==> src/rtl/trm_pkg.sv <==
package trm_pkg;
    typedef enum logic [1:0] {
        ST_IDLE    = 2'd0,
        ST_ACQUIRE = 2'd1,
        ST_REPORT  = 2'd2
    } trm_state_t;
endpackage

==> src/rtl/burst_ctrl.sv <==
module burst_ctrl
    import trm_pkg::*;
#(
    parameter int NUM_SAMPLES = 6
) (
    input  logic       clk,
    input  logic       rst_n,
    input  logic       start_i,
    input  logic       wide_i,
    input  logic       smp_valid_i,
    output trm_state_t state_o,
    output logic       clear_o,
    output logic       accept_o,
    output logic       wide_q_o,
    output logic       conv_req_o,
    output logic       done_o
);
    localparam int CNT_W = $clog2(NUM_SAMPLES + 1);
    localparam logic [CNT_W-1:0] LAST = CNT_W'(NUM_SAMPLES - 1);

    trm_state_t       state_q, state_d;
    logic [CNT_W-1:0] count_q;
    logic             wide_q;

    // state register
    always_ff @(posedge clk or negedge rst_n) begin
        if (!rst_n) state_q <= ST_IDLE;
        else        state_q <= state_d;
    end

    always_comb begin
        state_d = state_q;
        unique case (state_q)
            ST_IDLE:    if (start_i) state_d = ST_ACQUIRE;
            ST_ACQUIRE: if (accept_o && count_q == LAST) state_d = ST_REPORT;
            ST_REPORT:  state_d = ST_IDLE;
            default:    state_d = ST_IDLE;
        endcase
    end

    // outputs
    always_comb begin
        clear_o    = 1'b0;
        conv_req_o = 1'b0;
        done_o     = 1'b0;
        unique case (state_q)
            ST_IDLE:    clear_o    = start_i;
            ST_ACQUIRE: conv_req_o = 1'b1;
            ST_REPORT:  done_o     = 1'b1;
            default:    ;
        endcase
    end

    assign accept_o = conv_req_o && smp_valid_i;

    always_ff @(posedge clk or negedge rst_n) begin
        if (!rst_n) begin
            count_q <= '0;
            wide_q  <= 1'b0;
        end else if (clear_o) begin
            count_q <= '0;
            wide_q  <= wide_i;
        end else if (accept_o) begin
            count_q <= count_q + 1'b1;
        end
    end

    assign state_o  = state_q;
    assign wide_q_o = wide_q;


    report_after_last_chk: assert property (@(posedge clk) disable iff (!rst_n)
        (state_q == ST_REPORT) |-> $past(accept_o && count_q == LAST));

    report_one_cycle_chk: assert property (@(posedge clk) disable iff (!rst_n)
        (state_q == ST_REPORT) |=> (state_q == ST_IDLE));

    range_held_chk: assert property (@(posedge clk) disable iff (!rst_n)
        (state_q == ST_ACQUIRE && $past(state_q == ST_ACQUIRE)) |-> $stable(wide_q));

    no_restart_chk: assert property (@(posedge clk) disable iff (!rst_n)
        (state_q == ST_ACQUIRE && start_i && !accept_o) |=> (state_q == ST_ACQUIRE && $stable(count_q)));

    count_bound_chk: assert property (@(posedge clk) disable iff (!rst_n)
        (state_q == ST_ACQUIRE) |-> (count_q <= LAST));
endmodule

==> src/rtl/sample_tracker.sv <==
module sample_tracker #(
    parameter int SAMPLE_W    = 10,
    parameter int NUM_SAMPLES = 6
) (
    input  logic                                     clk,
    input  logic                                     rst_n,
    input  logic                                     clear_i,
    input  logic                                     accept_i,
    input  logic [SAMPLE_W-1:0]                      data_i,
    output logic [SAMPLE_W-1:0]                      min_o,
    output logic [SAMPLE_W-1:0]                      max_o,
    output logic [SAMPLE_W+$clog2(NUM_SAMPLES)-1:0]  total_o
);
    localparam int SUM_W = SAMPLE_W + $clog2(NUM_SAMPLES);

    logic [SAMPLE_W-1:0] min_q, max_q;
    logic [SUM_W-1:0]    total_q;

    // strict compares keep the first copy on a tie; only one copy is removed
    always_ff @(posedge clk or negedge rst_n) begin
        if (!rst_n) begin
            min_q   <= '0;
            max_q   <= '0;
            total_q <= '0;
        end else if (clear_i) begin
            min_q   <= '1;
            max_q   <= '0;
            total_q <= '0;
        end else if (accept_i) begin
            if (data_i < min_q) min_q <= data_i;
            if (data_i > max_q) max_q <= data_i;
            total_q <= total_q + SUM_W'(data_i);
        end
    end

    assign min_o   = min_q;
    assign max_o   = max_q;
    assign total_o = total_q;


    total_covers_extremes_chk: assert property (@(posedge clk) disable iff (!rst_n)
        (!clear_i && $past(accept_i && !clear_i)) |-> (total_q >= SUM_W'(max_q)));
endmodule

==> src/rtl/result_scaler.sv <==
module result_scaler #(
    parameter int SAMPLE_W    = 10,
    parameter int NUM_SAMPLES = 6,
    parameter int RESULT_W    = 12
) (
    input  logic                                     clk,
    input  logic                                     rst_n,
    input  logic                                     load_i,
    input  logic                                     wide_i,
    input  logic [SAMPLE_W+$clog2(NUM_SAMPLES)-1:0]  total_i,
    input  logic [SAMPLE_W-1:0]                      min_i,
    input  logic [SAMPLE_W-1:0]                      max_i,
    output logic [RESULT_W-1:0]                      result_o
);
    localparam int SUM_W = SAMPLE_W + $clog2(NUM_SAMPLES);
    localparam int CALC_W = (SUM_W > RESULT_W ? SUM_W : RESULT_W) + 1;
    localparam logic [CALC_W-1:0] OFFSET  = CALC_W'(1) << (RESULT_W - 1);
    localparam logic [CALC_W-1:0] SAT_MAX = (CALC_W'(1) << RESULT_W) - 1'b1;

    logic [CALC_W-1:0]   trimmed, scaled;
    logic [RESULT_W-1:0] calc, held_q;

    always_comb begin
        trimmed = CALC_W'(total_i) - CALC_W'(min_i) - CALC_W'(max_i);
        scaled  = wide_i ? ((trimmed >> 1) + OFFSET) : trimmed;
        calc    = (scaled > SAT_MAX) ? SAT_MAX[RESULT_W-1:0] : scaled[RESULT_W-1:0];
    end

    always_ff @(posedge clk or negedge rst_n) begin
        if (!rst_n)      held_q <= '0;
        else if (load_i) held_q <= calc;
    end

    assign result_o = load_i ? calc : held_q;


    wide_floor_chk: assert property (@(posedge clk) disable iff (!rst_n)
        (load_i && wide_i) |-> (result_o >= OFFSET[RESULT_W-1:0]));

    held_result_chk: assert property (@(posedge clk) disable iff (!rst_n)
        (!load_i && !$past(load_i)) |-> $stable(result_o));
endmodule

==> src/rtl/trim_mean_avg.sv <==
module trim_mean_avg
    import trm_pkg::*;
#(
    parameter int SAMPLE_W    = 10,
    parameter int NUM_SAMPLES = 6,
    parameter int RESULT_W    = 12
) (
    input  logic                clk,
    input  logic                rst_n,
    input  logic                start_i,
    input  logic                wide_range_i,
    input  logic                smp_valid_i,
    input  logic [SAMPLE_W-1:0] smp_data_i,
    output logic                conv_req_o,
    output logic [RESULT_W-1:0] result_o,
    output logic                done_o
);
    localparam int SUM_W = SAMPLE_W + $clog2(NUM_SAMPLES);

    trm_state_t          state;
    logic                clear, accept, wide_q;
    logic [SAMPLE_W-1:0] min_v, max_v;
    logic [SUM_W-1:0]    total_v;

    burst_ctrl #(.NUM_SAMPLES(NUM_SAMPLES)) u_ctrl (
        .clk(clk), .rst_n(rst_n), .start_i(start_i), .wide_i(wide_range_i),
        .smp_valid_i(smp_valid_i), .state_o(state), .clear_o(clear),
        .accept_o(accept), .wide_q_o(wide_q), .conv_req_o(conv_req_o),
        .done_o(done_o)
    );

    sample_tracker #(.SAMPLE_W(SAMPLE_W), .NUM_SAMPLES(NUM_SAMPLES)) u_track (
        .clk(clk), .rst_n(rst_n), .clear_i(clear), .accept_i(accept),
        .data_i(smp_data_i), .min_o(min_v), .max_o(max_v), .total_o(total_v)
    );

    result_scaler #(.SAMPLE_W(SAMPLE_W), .NUM_SAMPLES(NUM_SAMPLES), .RESULT_W(RESULT_W)) u_scale (
        .clk(clk), .rst_n(rst_n), .load_i(done_o), .wide_i(wide_q),
        .total_i(total_v), .min_i(min_v), .max_i(max_v), .result_o(result_o)
    );


    done_single_chk: assert property (@(posedge clk) disable iff (!rst_n)
        done_o |=> !done_o);

    req_idle_after_done_chk: assert property (@(posedge clk) disable iff (!rst_n)
        done_o |-> !conv_req_o);

    trim_order_chk: assert property (@(posedge clk) disable iff (!rst_n)
        done_o |-> (min_v <= max_v));
endmodule

==> config.mk <==
export PLATFORM = sky130hd
export DESIGN_NAME = trim_mean_avg
export DESIGN_NICKNAME = d
export VERILOG_FILES = /design/src/rtl/trm_pkg.sv /design/src/rtl/burst_ctrl.sv /design/src/rtl/sample_tracker.sv /design/src/rtl/result_scaler.sv /design/src/rtl/trim_mean_avg.sv
export SDC_FILE = /design/constraint.sdc
export NUM_CORES = 1
export LEC_CHECK = 0
export ABC_AREA = 1
export BUFFER_PORTS_ARGS = -buffer_cell sky130_fd_sc_hd__buf_2
export CAP_MARGIN = 20
export CORE_MARGIN = 1.5
export CORE_UTILIZATION = 55
export CTS_CLUSTER_SIZE = 12
export DETAILED_ROUTE_END_ITERATION = 6
export GPL_TIMING_DRIVEN = 1
export PLACE_DENSITY = 0.79
export SETUP_SLACK_MARGIN = 0.1
export SLEW_MARGIN = 40
export SYNTH_ARGS = -nofsm -noshare
export SYNTH_HDL_FRONTEND = slang
export SYNTH_SLANG_ARGS = --single-unit
==> constraint.sdc <==
create_clock -name clk -period 5.29 [get_ports clk]
set_input_delay 0.2645 -clock clk [delete_from_list [all_inputs] [get_ports clk]]
set_output_delay 0.2645 -clock clk [all_outputs]
set_load 0.01 [all_outputs]
==> results_dict.tcl, run 1 <==
set metrics [dict create \
    grt_max_degree 52 \
    place_ws_ps 1740 \
    ys_top_cells_by_area "dfrtp_1 30%, nand2_1 17%, ha_1 13%" \
    fill_cells 679 \
    max-slew-margin-rel 0.470 \
    grt_overflow 0 \
    tightest_slew_ps 794 \
    synth_area_per_cell_um2 7.13 \
    synth_cell_types 36 \
    synth_compound_area_frac 0.0905 \
    grt_pass1_wl_um 17800 \
    yosysSeqAreaShare 0.302 \
    cp-start-kind "flip-flop" \
    cts_tree "built" \
    ios 29 \
    die_h_um 90.6 \
    hold_viol 0 \
    synth_top_area_share 0.302 \
    clock_path_buffers 2 \
    postCtsSetupBuffers 0 \
    dieArea_um2 8210 \
    clock_latency_ps 310 \
    yosys.area.top_type "dfrtp_1" \
    drive_gt1_frac 0.111 \
    netlist_area_um2 4220 \
    vias_per_cell 5.30 \
    yosysWarnings 0 \
    core_area_um2 7330 \
    cp_data_arrival_time_ps 3680 \
    cts.sinks 51 \
    ff2ff_setup_slack_ps 1940 \
    clock_skew_ps 10.6 \
    synth_top_family_by_area "simple AND/OR/NAND/NOR gates" \
    drt-initial-drc-count 214 \
    via_count 3809 \
    first_global_vias 3891 \
    synth_flop_cell "dfrtp_1" \
    synth_enable_flop_cells 0 \
    drv_slew 0 \
    finalCriticalPeriod_ps 3950 \
    initial_core_util 0.576 \
    synth-xor-area-share 0.00830 \
    syn_to_final_growth_pct 8.13 \
    drt_wl_total_um 10100 \
    antenna_found_initial 0 \
    timing.setup.tns_ps 0 \
    finalSetupViolations 0 \
    synth_mux_area_frac 0.00237 \
    synth_fa_ha_area_frac 0.186 \
    finish.utilization 0.622 \
    dp_hpwl_um 7730 \
    worst_slack_ps 1340 \
    antenna_left 0 \
    cp.required_ps 5030 \
    final_net_count 690 \
    max_cap_viol_count 0 \
    drc 0 \
    rows 31 \
    crit_type "flip-flop to output port" \
    cts.clk_slew.worst_paths_ps 100 \
    synthArstFlopShare 1.00 \
    cts-resized-gates 0 \
    clock-root-buffer "clkbuf_8" \
    io_buffer_count 28 \
    postLayoutCellArea_um2 4560 \
    n_antenna_cell 0 \
    multi_input_area_um2 2570 \
    status "completed" \
    dr.pass1.iters 4 \
    wl_per_cell_um 14.0 \
    rsz0062_at_grt "no" \
    seq_area_um2 1280 \
    cts_hold_buf 0 \
    worstPathMaxFanout 10 \
    ys_ff_latch 51 \
    fmax_mhz 253 \
    hold_class "input port to asynchronous set/reset pin" \
    synth-simple-area-share 0.323 \
    place_congestion 0.865 \
    place_area_um2 4440 \
    syn_inst 592 \
    cts_buffers 5 \
    endpoint_kind "output port" \
    die_w_um 90.6 \
    fin_crit_sh 0.746 \
    syn-num-nets 663 \
    grtUsageTotal 0.267 \
    cts_htree_levels 2 \
]
cell usage in the layout, fill, tap and decap left out, drive strengths merged:
cell     instances
a211oi           1
a21boi           1
a21oi           39
a22o             1
a31oi            2
a41oi            1
buf             30
bufinv           1
clkbuf           6
clkinv           2
dfrtp           51
fa              11
ha              45
inv             83
mux2i            1
nand2          192
nand3           51
nand3b           3
nand4            7
nor2            49
nor3             2
o2111ai          1
o211ai           2
o21a             2
o21ai           18
o22ai            2
or2             12
xnor2            1
xor2             3
synth_stat cells, types with 5 or more instances:
cell	count
nand2_2	5
nor2_1	47
inv_1	78
nand2_1	186
a21oi_1	39
inv_2	5
fa_1	11
o21ai_0	18
ha_1	45
nand3_1	47
nand4_1	6
or2_2	12
dfrtp_1	51
flip-flops by register name, summed over array words and instances, names as in the netlist:
name / cells
u_track.max_o: 10
u_scale.held_q: 12
u_ctrl.wide_q_o: 1
u_ctrl.state_o: 2
u_track.total_o: 13
u_track.min_o: 10
u_ctrl.count_q: 3
worst paths after layout:
check	start	endpoint	cells past startpoint
max	u_track.min_o[0]	result_o[11]	23
min	rst_n	u_track.min_o[3]	2
max reg2reg	u_track.min_o[0]	u_scale.held_q[11]	22
min reg2reg	u_track.min_o[5]	u_track.min_o[5]	2
max in group asynchronous	rst_n	u_ctrl.count_q[0]	2
min in group clk	wide_range_i	u_ctrl.wide_q_o	3
critical path, stage by stage (launching register included):
cell	delay, ps
dfrtp_1	380
inv_1	70
fa_1	560
ha_1	160
inv_1	40
nand2_1	100
inv_1	60
fa_1	390
inv_1	100
nand3_1	90
nand3_2	120
nand2_1	110
nand3_2	80
nand2_2	70
nand2_2	70
inv_1	40
ha_1	280
nor2_1	90
nand2_1	90
nand2_4	160
nand2_1	60
nand2_1	50
nand2_1	60
buf_2	140
layout make-up:
cell class / instances / area share
clock buffers: 6 / 0.0181
repair buffers: 30 / 0.0340
flip-flops and latches: 51 / 0.280
well taps: 99 / 0.0272
inverters: 84 / 0.0694
multi-input cells: 447 / 0.564
clock inverters: 2 / 0.00768
logic make-up (layout without fill, tap and decap cells):
| family | count (synthesis) | in the layout |
|---|---|---|
| buffers and inverters | 94 | 122 |
| multiplexers | 1 | 1 |
| AO/OA/AOI/OAI | 70 | 70 |
| AND/OR/NAND/NOR | 316 | 316 |
| adder cells (fa/ha/maj) | 56 | 56 |
| XOR/XNOR | 4 | 4 |
| flip-flops | 51 | 51 |
per-layer routing:
metal / wire length (um) / global-route usage
met5: 0 / 0
met4: 177 / 0.0807
met3: 472 / 0.0362
met2: 4780 / 0.454
met1: 4620 / 0.352
per-stage QoR:
stage	std cells	hold slack (ps)
6_report	719	42.3
5_1_grt	719	127
4_1_cts	719	95.3
3_5_place_dp	711	433
3_3_place_gp	711	417
2_1_floorplan	592	-31.1
Power of run 1 is not shown: default switching activity piles up to over one toggle a cycle in this logic, so the estimate is an artifact.
==> run 2: changes to the inputs <==
--- a/config.mk
+++ b/config.mk
@@ -13,7 +13,7 @@
 export CTS_CLUSTER_SIZE = 12
 export DETAILED_ROUTE_END_ITERATION = 6
 export GPL_TIMING_DRIVEN = 1
-export PLACE_DENSITY = 0.79
+export PLACE_DENSITY = 0.81
 export SETUP_SLACK_MARGIN = 0.1
 export SLEW_MARGIN = 40
 export SYNTH_ARGS = -nofsm -noshare
==> constraint.sdc (replaced) <==
create_clock -name clk -period 3.6 [get_ports clk]
set_input_delay 0.18 -clock clk [delete_from_list [all_inputs] [get_ports clk]]
set_output_delay 0.18 -clock clk [all_outputs]
set_load 0.01 [all_outputs]
==> run 2 against run 1 <==
The run now ends with hold timing left. Sequential share of layout area down 1.3 points. Cell count up 2.6%. Core utilization up 3.0 points. Register-to-register slack worse by 1600 ps. Critical path depth down 3. Critical endpoint is now result_o[7]. Highest routed layer unchanged.
==> results_dict.tcl, run 2 (same netlist as run 1, synthesis figures left out) <==
set metrics [dict create \
    max-slew-margin-rel 0.545 \
    clock_path_buffers 2 \
    io_buffer_count 28 \
    cp_cell_sequence "inv_2 > fa_1 > ha_2 > inv_2 > nand2_2 > inv_2 > fa_2 > inv_2 > nand3_2 > nand3_2 > nand2_2 > nand4_2 > nand2_2 > buf_4 > buf_4 > buf_4 > nand3_4 > nand2_4 > a21oi_4 > buf_2" \
    holdWs_ps -9.23 \
    vias_per_cell 5.48 \
    endpoint_kind "output port" \
    syn_to_final_growth_pct 13.3 \
    crit_type "flip-flop to output port" \
    finalCriticalPeriod_ps 3550 \
    place_ws_ps 110 \
    fmax_mhz 281 \
    tightest_slew_ps 681 \
    rsz0062_at_grt "yes" \
    cts.clk_slew.worst_paths_ps 90 \
    critPathCapture "result_o[7]" \
    cts_hold_buf 0 \
    ios 29 \
    rr_worst_depth 24 \
    max_cap_viol_count 0 \
    drt-initial-drc-count 304 \
    cp_top_family "adder cells" \
    clock_skew_ps 7.95 \
    via_count 4045 \
    hold_viol 40 \
    slowest_stage "fa_1" \
    cp-start-kind "flip-flop" \
    path_depth 20 \
    dr.pass1.iters 5 \
    finalSetupViolations 0 \
    critPathMostFrequentCell "inv_2" \
    grt_overflow 0 \
    grtUsageTotal 0.284 \
    worst_slack_ps 47.1 \
    cts_buffers 5 \
    cp_data_arrival_time_ps 3370 \
    cp.required_ps 3420 \
    final_net_count 709 \
    final_common_cell "nand2_1" \
    rr_endpoint "u_scale.held_q[10]" \
    dp_hpwl_um 7790 \
    crit_buf_inv 8 \
    hold_class "input port to asynchronous set/reset pin" \
    place_area_um2 4450 \
    clock-root-buffer "clkbuf_8" \
    first_global_vias 4074 \
    startpoint "u_track.min_o[0]" \
    core_area_um2 7330 \
    fin_crit_sh 0.987 \
    fill_cells 604 \
    cts.sinks 51 \
    ff2ff_setup_slack_ps 330 \
    cts_tree "built" \
    cts_htree_levels 2 \
    place_congestion 0.934 \
    antenna_found_initial 0 \
    drt_wl_total_um 11000 \
    mostFrequentLayoutCells "181 x nand2_1, 71 x inv_1, 51 x dfrtp_1, 46 x nor2_1, 46 x nand3_1" \
    drv_slew 0 \
    violations "hold timing" \
    grt_pass1_wl_um 18900 \
    status "complete, but fails checks" \
    rows 31 \
    postLayoutCellArea_um2 4780 \
    die_h_um 90.6 \
    wl_per_cell_um 14.9 \
    die_w_um 90.6 \
    dieArea_um2 8210 \
    critPathMaxStageDelay_ps 560 \
    timing.setup.tns_ps 0 \
    initial_core_util 0.576 \
    largest_reg_flops 13 \
    clock_latency_ps 310 \
    drc 0 \
    grt_max_degree 52 \
    antenna_left 0 \
    n_antenna_cell 0 \
    r2r-start "u_track.min_o[0]" \
    drive_gt1_frac 0.172 \
    worstPathMaxFanout 5 \
]
## run 2: worst min path at each step
stage               cells after the start   from           endpoint  slack [ps]
finish                                  2  rst_n   u_track.max_o[3]          -9
global route                            2  rst_n   u_track.min_o[1]          50
CTS                                     2  rst_n   u_track.min_o[3]          10
floorplan                               0  rst_n  u_ctrl.count_q[0]        -120
detailed placement                      2  rst_n   u_track.min_o[3]         340
global placement                        2  rst_n   u_track.min_o[3]         330
## run 2: stage by stage
stage / utilization / hold WS [ps] / instances
CTS: 0.645 / 9.58 / 735
floorplan: - / -116 / 592
detailed placement: 0.607 / 339 / 712
finish: 0.652 / -9.23 / 738
global route: 0.652 / 49.5 / 738
global placement: 0.607 / 329 / 712
## run 2: worst reg2reg max path, delay by kind of cell (launching register included)
family | cells | cell delay [ps]
adder cells (fa/ha/maj) | 4 | 1290
AND/OR/NAND/NOR | 13 | 1020
buffers and inverters | 7 | 510
flip-flops | 1 | 370
## run 2: cell type report
type	instances	area, um^2	area share
tap	99	124	0.0259
inverter	84	317	0.0662
sequential	51	1280	0.267
clock buffer	8	100	0.0209
timing repair buffer	48	290	0.0607
multi-input combinational	448	2680	0.559
## run 2: routing by layer
layer / wire (um) / global-route usage
met5: 0 / 0
met4: 253 / 0.104
met3: 680 / 0.0404
met2: 5320 / 0.494
met1: 4720 / 0.356
## run 2: timing repair
item,in CTS,in global routing
gates cloned,1,0
setup buffers,14,5
endpoints found under the setup margin,12,13
resized for setup,21,8
pin swaps,12,17
Power of run 2 is left out for the same reason.
